**src/rtl/irq_hub.sv**
```systemverilog
module irq_hub #(
  parameter int NSRC   = 31,
  parameter int NCTX   = 2,
  parameter int PRIO_W = 3,
  parameter int ADDR_W = 24
) (
  input  logic              clk,
  input  logic              rst_n,
  input  logic [NSRC-1:0]   src_lvl,
  input  logic              bus_wr,
  input  logic              bus_rd,
  input  logic [ADDR_W-1:0] bus_addr,
  input  logic [31:0]       bus_wdata,
  output logic [31:0]       bus_rdata,
  output logic [NCTX-1:0]   ctx_irq
);
  localparam int ID_W  = $clog2(NSRC + 1);
  localparam int NWORD = (NSRC + 32) / 32;

  logic [PRIO_W-1:0] prio [NSRC];
  logic [NSRC-1:0]   en   [NCTX];
  logic [PRIO_W-1:0] thr  [NCTX];
  logic [ID_W-1:0]   best [NCTX];
  logic [NSRC-1:0]   pend, infl;
  logic [ID_W-1:0]   clm_id;

  wire [9:0]  p_idx  = bus_addr[11:2];
  wire [4:0]  e_ctx  = bus_addr[11:7];
  wire [4:0]  e_word = bus_addr[6:2];
  wire [8:0]  c_ctx  = bus_addr[20:12];
  wire [11:0] c_off  = bus_addr[11:0];
  wire        al     = bus_addr[1:0] == 2'b00;

  wire p_sel = al && bus_addr[ADDR_W-1:12] == '0 && p_idx != '0 && int'(p_idx) <= NSRC;
  wire e_sel = al && bus_addr[ADDR_W-1:12] == (ADDR_W-12)'(2)
               && int'(e_ctx) < NCTX && int'(e_word) < NWORD;
  wire c_blk = bus_addr[ADDR_W-1:21] == (ADDR_W-21)'(1) && int'(c_ctx) < NCTX;
  wire t_sel = c_blk && c_off == 12'h000;
  wire k_sel = c_blk && c_off == 12'h004;
  wire cmp_wr = bus_wr && k_sel;

  // per-context arbitration: strict '>' keeps the lowest id on ties and applies the threshold
  for (genvar c = 0; c < NCTX; c++) begin : g_arb
    logic [PRIO_W-1:0] bp;
    logic [ID_W-1:0]   bi;
    always_comb begin
      bp = thr[c];
      bi = '0;
      for (int i = 0; i < NSRC; i++)
        if (pend[i] && en[c][i] && prio[i] > bp) begin
          bp = prio[i];
          bi = ID_W'(i + 1);
        end
    end
    assign best[c]    = bi;
    assign ctx_irq[c] = bi != '0;

    p_thr_max_r4: assert property (@(posedge clk) disable iff (!rst_n)
      (thr[c] == '1) |-> !ctx_irq[c]);
  end

  always_comb begin
    clm_id = '0;
    for (int c = 0; c < NCTX; c++)
      if (bus_rd && k_sel && int'(c_ctx) == c) clm_id = best[c];
  end

  always_ff @(posedge clk or negedge rst_n) begin
    if (!rst_n) begin
      for (int i = 0; i < NSRC; i++) prio[i] <= '0;
      for (int c = 0; c < NCTX; c++) begin
        en[c]  <= '0;
        thr[c] <= '0;
      end
    end else if (bus_wr) begin
      for (int i = 0; i < NSRC; i++)
        if (p_sel && int'(p_idx) == i + 1) prio[i] <= bus_wdata[PRIO_W-1:0];
      for (int c = 0; c < NCTX; c++) begin
        if (t_sel && int'(c_ctx) == c) thr[c] <= bus_wdata[PRIO_W-1:0];
        for (int i = 0; i < NSRC; i++)
          if (e_sel && int'(e_ctx) == c && int'(e_word) == (i + 1) / 32)
            en[c][i] <= bus_wdata[(i + 1) % 32];
      end
    end
  end

  // gateways
  always_ff @(posedge clk or negedge rst_n) begin
    if (!rst_n) begin
      pend <= '0;
      infl <= '0;
    end else begin
      for (int i = 0; i < NSRC; i++) begin
        if (clm_id == ID_W'(i + 1)) begin
          pend[i] <= 1'b0;
          infl[i] <= 1'b1;
        end else begin
          if (!pend[i] && !infl[i] && src_lvl[i]) pend[i] <= 1'b1;
          if (cmp_wr && bus_wdata == 32'(i + 1) && infl[i]) infl[i] <= 1'b0;
        end
      end
    end
  end

  for (genvar i = 0; i < NSRC; i++) begin : g_chk
    p_claim_take_r6: assert property (@(posedge clk) disable iff (!rst_n)
      (clm_id == ID_W'(i + 1)) |=> (!pend[i] && infl[i]));
    p_gate_hold_r6: assert property (@(posedge clk) disable iff (!rst_n)
      infl[i] |=> !pend[i]);
    p_prio_zero_r2: assert property (@(posedge clk) disable iff (!rst_n)
      (clm_id == ID_W'(i + 1)) |-> (prio[i] != '0));
    p_cmp_match_r7: assert property (@(posedge clk) disable iff (!rst_n)
      $fell(infl[i]) |-> $past(cmp_wr && bus_wdata == 32'(i + 1)));
    p_latch_r10: assert property (@(posedge clk) disable iff (!rst_n)
      (pend[i] && clm_id != ID_W'(i + 1)) |=> pend[i]);
  end

  always_comb begin
    bus_rdata = '0;
    for (int i = 0; i < NSRC; i++)
      if (p_sel && int'(p_idx) == i + 1) bus_rdata = 32'(prio[i]);
    for (int c = 0; c < NCTX; c++) begin
      if (e_sel && int'(e_ctx) == c)
        for (int i = 0; i < NSRC; i++)
          if (int'(e_word) == (i + 1) / 32) bus_rdata[(i + 1) % 32] = en[c][i];
      if (t_sel && int'(c_ctx) == c) bus_rdata = 32'(thr[c]);
      if (k_sel && int'(c_ctx) == c) bus_rdata = 32'(best[c]);
    end
  end
endmodule

```
**config.mk**
```make
export PLATFORM = sky130hd
export DESIGN_NAME = irq_hub
export DESIGN_NICKNAME = d
export VERILOG_FILES = /design/src/rtl/irq_hub.sv
export SDC_FILE = /design/constraint.sdc
export NUM_CORES = 1
export LEC_CHECK = 0
export BUFFER_PORTS_ARGS = -buffer_cell sky130_fd_sc_hd__buf_2
export CELL_PAD_IN_SITES_DETAIL_PLACEMENT = 0
export CELL_PAD_IN_SITES_GLOBAL_PLACEMENT = 1
export CORE_AREA = 2 2 146 290
export DETAILED_ROUTE_END_ITERATION = 7
export DIE_AREA = 0 0 148 292
export PLACE_DENSITY = 0.83
export SETUP_SLACK_MARGIN = 0.15
export SLEW_MARGIN = 20
export SYNTH_ARGS = -nofsm -noshare
export SYNTH_HDL_FRONTEND = slang
export SYNTH_SLANG_ARGS = --single-unit
```
**constraint.sdc**
```tcl
create_clock -name clk -period 53.1 [get_ports clk]
set_input_delay 2.655 -clock clk [delete_from_list [all_inputs] [get_ports clk]]
set_output_delay 2.655 -clock clk [all_outputs]
set_load 0.005 [all_outputs]
```
; After elaboration in Yosys (flattened, before gate mapping)
; Index checks and enable logic that the tools add are counted.
[word_totals]
mem_bits_rw = 0
latch_bits = 0
inputBits = 91
mem_bits_ro = 0
n_memories = 0
register_bits = 223
[op_classes]
mux = 347
n_addsub = 0
n_mul = 0
n_div = 0
reduce_logical = 468
n_bitwise = 0
n_shift = 0
eq_ne = 98
n_lt_le_gt_ge = 66
[ops]
columns = cell, n
row1 = 2-to-1 mux 32 bit, 34
row2 = "== test 32 x 5 -> 1 bit, second input constant", 16
row3 = 2-to-1 mux 5 bit, 61
row4 = logical AND 1 bit, 300
row5 = "== test 32 x 4 -> 1 bit, second input constant", 8
row6 = 2-to-1 mux 1 bit, 188
row7 = > comparator 3 bit, 62
row8 = 2-to-1 mux 3 bit, 61
row9 = "== test 10 x 6 -> 1 bit, second input constant", 16
row10 = "== test 32 x 3 -> 1 bit, second input constant", 4
row11 = nonzero test 2 bit, 62
row12 = "== test 10 x 5 -> 1 bit, second input constant", 8
row13 = "== test 5 bit, second input constant", 16
row14 = AND reduction 2 bit, 35
row15 = "== test 32 x 2 -> 1 bit, second input constant", 2
row16 = logical NOT 1 bit, 62
row17 = 2-to-1 mux 31 bit, 2
row18 = "== test 10 x 4 -> 1 bit, second input constant", 4
row19 = "== test 5 x 4 -> 1 bit, second input constant", 8
row20 = "== test 32 x 1 -> 1 bit, second input constant", 1
row21 = logical NOT 12 bit, 2
row22 = "== test 10 x 3 -> 1 bit, second input constant", 2
row23 = "== test 5 x 3 -> 1 bit, second input constant", 4
row24 = "== test 5 x 2 -> 1 bit, second input constant", 3
row25 = 16 further kinds, 18

; Depth between registers and ports, before layout
[logic_depth]
depth_word = 98
ltp_mapped = 266

; Worst setup path before layout
; Ideal clock, no wire load.
[synth_timing]
kind = reg2out
startpoint = reg thr[1] (netlist name)
endpoint = out bus_rdata[3]
arrival_ns = 45.261
stages_incl_launch_ff = 243
setup_slack_ns = 5.184
required_ns = 50.445
path_cell_list = dfrtp_1 clkbuf_1 inv_1 ha_1 nor2b_1 o311a_4 buf_2 mux2_2 ha_1 and3b_1 nor3b_1 mux2_2 a2111oi_4 mux2i_1 ha_1 nand2_1 nor2_1 a311oi_1 (+207 left out) nand2_1 mux2_2 ha_1 inv_1 a21o_1 a21oi_1 a311oi_1 inv_1 mux2_2 ha_1 nor2b_1 o21ai_0 a21oi_1 nor2_1 nand4b_1 a21oi_1 o21ai_0 a221o_1
[synth_via]
elab_chain_cells = 94
word_cells_on_any_way = 122
cone_classes = order compare (31) / mux (60) / reduce/logical (31)
[synth_rtl]
columns = item, line
row1 = start: declaration, 22  ; logic [PRIO_W-1:0] thr [NCTX];
row2 = > comparator 3 bit, 50  ; if (pend[i] && en[c][i] && prio[i] > bp) begin
row3 = logical AND 1 bit, 50
row4 = 2-to-1 mux 3 bit (*), 50
row5 = > comparator 3 bit, 50
row6 = logical AND 1 bit, 50
row7 = 2-to-1 mux 3 bit (*), 50
row8 = > comparator 3 bit, 50
row9 = logical AND 1 bit, 50
row10 = (+78 left out), -
row11 = 2-to-1 mux 3 bit, 50
row12 = > comparator 3 bit, 50
row13 = logical AND 1 bit, 50
row14 = 2-to-1 mux 3 bit, 50
row15 = > comparator 3 bit, 50
row16 = logical AND 1 bit, 50
row17 = 2-to-1 mux 5 bit (*), 50
row18 = 2-to-1 mux 32 bit (*), 127  ; if (k_sel && int'(c_ctx) == c) bus_rdata = 32'(best[c]);
row19 = end: declaration, 14  ; output logic [31:0] bus_rdata,
; Every way passes the cells marked *; elsewhere a longest branch is shown, timed or not.

; Worst setup path after layout
[layout_timing]
startpoint = reg prio[90] (netlist name)
endpoint = out bus_rdata[3]
[layout_via]
elab_chain_cells = 98
word_cells_on_any_way = 246
cone_classes = order compare (62) / mux (122) / reduce/logical (62)
[layout_rtl]
columns = item, line
row1 = start: declaration, 20  ; logic [PRIO_W-1:0] prio [NSRC];
row2 = > comparator 3 bit, 50
row3 = logical AND 1 bit, 50
row4 = 2-to-1 mux 3 bit, 50
row5 = > comparator 3 bit, 50
row6 = logical AND 1 bit, 50
row7 = 2-to-1 mux 3 bit, 50
row8 = > comparator 3 bit, 50
row9 = logical AND 1 bit, 50
row10 = (+82 left out), -
row11 = > comparator 3 bit, 50
row12 = logical AND 1 bit, 50
row13 = 2-to-1 mux 5 bit, 50
row14 = 2-to-1 mux 32 bit, 127
row15 = 2-to-1 mux 1 bit, 125  ; if (int'(e_word) == (i + 1) / 32) bus_rdata[(i + 1) % 32] = en[c][i];
row16 = 2-to-1 mux 31 bit, 123  ; if (e_sel && int'(e_ctx) == c)
row17 = 2-to-1 mux 32 bit, 126  ; if (t_sel && int'(c_ctx) == c) bus_rdata = 32'(thr[c]);
row18 = 2-to-1 mux 32 bit (*), 127
; Marks and branches as above.

==> run metrics <==
PwrDens 16.21 mW/mm^2; main flop type after synthesis dfrtp_1; Routed Antenna Nets 0; final period utilization 94.41%; Post-synth EDFFs 0; root buf cell clkbuf_16; WL final 73070 um; R2R depth 241; GRT Max-Usage Layer met2; VDD IR max 0.02651 mV; synth top area cells dfrtp_1, mux2_2, ha_1, nand2_1, a21oi_1; final worst-path setup slack 2.966 ns; post-synth cell types 114; Iter 0 DRT Violations 1308; CP endpoint kind primary output; htree depth 1; fin area 0.02225 mm^2; CP Launch Type flop; vias in the first global route 19.62k; Core Area 0.04099 mm^2; FF-to-FF setup slack 5.29 ns; placed inst area 0.02059 mm^2; total congestion overflow 0; Die ar. 0.04322 mm^2; sequential fraction of the synthesis area 28.63%; Core Rows 105; CTS Sinks 223; Hold Slack 0.5110 ns; leading area contributor after synthesis dfrtp_1; Num CTS Buffers 23; Syn. warnings 0; Critical Path RT 50.44 ns; pre-CTS setup slack -0.9183 ns; Top delay family on crit path compound AO/OA/AOI/OAI gates; Crit Reg-Reg Startpoint prio[90]$_DFFE_PN0P_; crit path DAT 47.48 ns; post-layout min period 50.13 ns; Synth Area per Inst 8.442 um^2; Buf+Inv Stages, Crit Path 30; reg2reg end pend[22]$_DFFE_PN0P_; Final Hold Fails 0; Placed Instances 2903; CP peak stage delay 0.49 ns; grt met3 use 3.484%; Placer Congestion 0.9612; Hold Path Class flop to flop; Vias 19.55k; setup TNS 0 ns; slowest stage cell, crit path dfrtp_1; outcome finished clean; Mapped Area 0.01949 mm^2; pin count of the biggest net entering global routing 83; hpwl dp 56770 um; Via density 6.515; Final setup viols 0; Clock Skew 0.01690 ns; grt met2 use 59.96%; Clk Latency, worst-skew pair 0.56 ns; Slew @ Worst Pin 1.157 ns; Synth top cells by count dfrtp_1, nand2_1, mux2_2, nor2_1, inv_1; maximum clock rate 0.01995 GHz; CP Max Fanout 7; pins over their slew limit 0; grt met1 use 33.31%; Fillers 3916; critical path's most frequent cell ha_1; initial antenna violation count 1; non-filler instance count after layout 3000; asr flop ratio synth 100.0%; final-stage net count 2643; top-area cell type share of the netlist area 28.63%; area grow syn2layout 14.15%; WP depth 241; io pins 125; Worst-path clk slew 0.07 ns; layout cell share with drive strength beyond 1 22.81%; kind of critical path flop to primary output; Pre-antenna DRT Iters 8; Slew Limit Headroom 21.78%; TritonCTS clock tree yes; crit path capture bus_rdata[3]; Die Ht 292 um; top-count cell post-synth dfrtp_1; gr usage total 32.79%; static leakage 9.713 nW; Critical Path Start prio[90]$_DFFE_PN0P_; Yosys reg bits 223; first-pass GRT wire length 109900 um; Die Width 148 um; CTS Hold Buffers Added 0; DRC 0; clock buffer depth 3; Cells after Synth 2309; syn_nets 2502; IO Port Bufs 124; Max-cap violations 0; Routed WL per cell 24.36 um; Initial Util 47.56%
-- layout by cell type (no fill, tap or decap), types with 17 or more instances in the layout --
cell type  Yosys  layout
a21o_1        19      18
a21oi_1      154     145
a22o_1        33      33
a31oi_1       45      42
and2_1        40      38
and3_1        29      28
buf_2         10     123
buf_4          2      69
clkbuf_16      0      23
dfrtp_1      223     220
ha_1         102      98
inv_1        163     161
maj3_1        32      32
mux2_2       206     205
mux2i_1       30      23
nand2_1      214     210
nand2b_1      20      20
nand3_1       83      78
nand4_1       31      31
nor2_1       181     177
nor2b_1       30      29
nor3_1        32      30
o211ai_1      30      30
o21ai_0      130     122
o21ai_1       33      39
or2_2         17      17
-- where the power goes --
| group | total (mW) | leakage, nW | internal (mW) | switching [mW] |
|---|---|---|---|---|
| Combinational | 0.0139 | 6.43 | 0.00350 | 0.0104 |
| Sequential | 0.170 | 2.90 | 0.170 | 0.0000000388 |
| Clock | 0.177 | 0.382 | 0.0994 | 0.0775 |
| Total | 0.361 | 9.71 | 0.273 | 0.0879 |
-- flip-flops by register name, summed over array words and instances, names as in the netlist --
name,cells
prio,93
en,62
infl,31
pend,31
thr,6
-- layer usage --
| layer | up-vias | wire, um |
|---|---|---|
| met1 | 9449 | 24640 |
| li1 | 8891 | - |
| met4 | 2 | 7053 |
| met3 | 329 | 3941 |
| met2 | 874 | 37420 |
| met5 | - | 14 |
-- repair_timing --
item                       CTS  global route
setup endpoints to repair    6            68
gates resized for setup     14            83
setup buffers                6            51
hold endpoints to repair     0             0
pin swaps                    4            38
-- worst reg2reg max path: cells and delay by family (launching register included) --
family | cells | cell delay [ns]
AOI/OAI and AO/OA | 72 | 14.22
DFF | 1 | 0.49
and+or+nand+nor | 77 | 12.53
adders and majority gates | 31 | 8.45
muxes | 31 | 9.33
buffers and inverters | 30 | 2.68
-- kinds of logic after synthesis --
group | Yosys count | share of synthesized area [%]
AO/OA/AOI/OAI | 688 | 24.34
XOR/XNOR | 19 | 0.8537
adder cells (fa/ha/maj) | 134 | 8.190
buffers and inverters | 241 | 4.788
flip-flops | 223 | 28.63
multiplexers | 239 | 13.65
AND/OR/NAND/NOR | 765 | 19.56
-- worst min path at each step --
stage,from,end,slack (ns),depth (start not counted)
3_5_place_dp,prio[0]$_DFFE_PN0P_,prio[0]$_DFFE_PN0P_,0.50,1
3_3_place_gp,prio[0]$_DFFE_PN0P_,prio[0]$_DFFE_PN0P_,0.49,1
2_1_floorplan,infl[0]$_DFFE_PN0P_,infl[0]$_DFFE_PN0P_,0.48,2
5_1_grt,prio[0]$_DFFE_PN0P_,prio[0]$_DFFE_PN0P_,0.53,1
6_report,prio[0]$_DFFE_PN0P_,prio[0]$_DFFE_PN0P_,0.51,1
4_1_cts,prio[0]$_DFFE_PN0P_,prio[0]$_DFFE_PN0P_,0.51,1
-- cell type report --
| type | instances | area, um^2 | area share, % |
|---|---|---|---|
| sequential | 223 | 5584 | 25.10 |
| clock inverter | 11 | 163.9 | 0.7366 |
| clock buffer | 28 | 624.3 | 2.806 |
| timing repair buffer | 194 | 1160 | 5.213 |
| multi-input combinational | 1845 | 13440 | 60.38 |
| inverter | 163 | 611.8 | 2.750 |
| tap | 535 | 669.4 | 3.008 |
| antenna | 1 | 2.502 | 0.01125 |
-- stage by stage --
step	total power [mW]	utilization [%]
final	0.3606	54.29
after global routing	0.3696	54.28
after CTS	0.3625	52.45
after detailed placement	0.1868	50.22
after global placement	0.1866	50.21
after floorplan	0.1762	-
(Power assumes the default switching activity.)
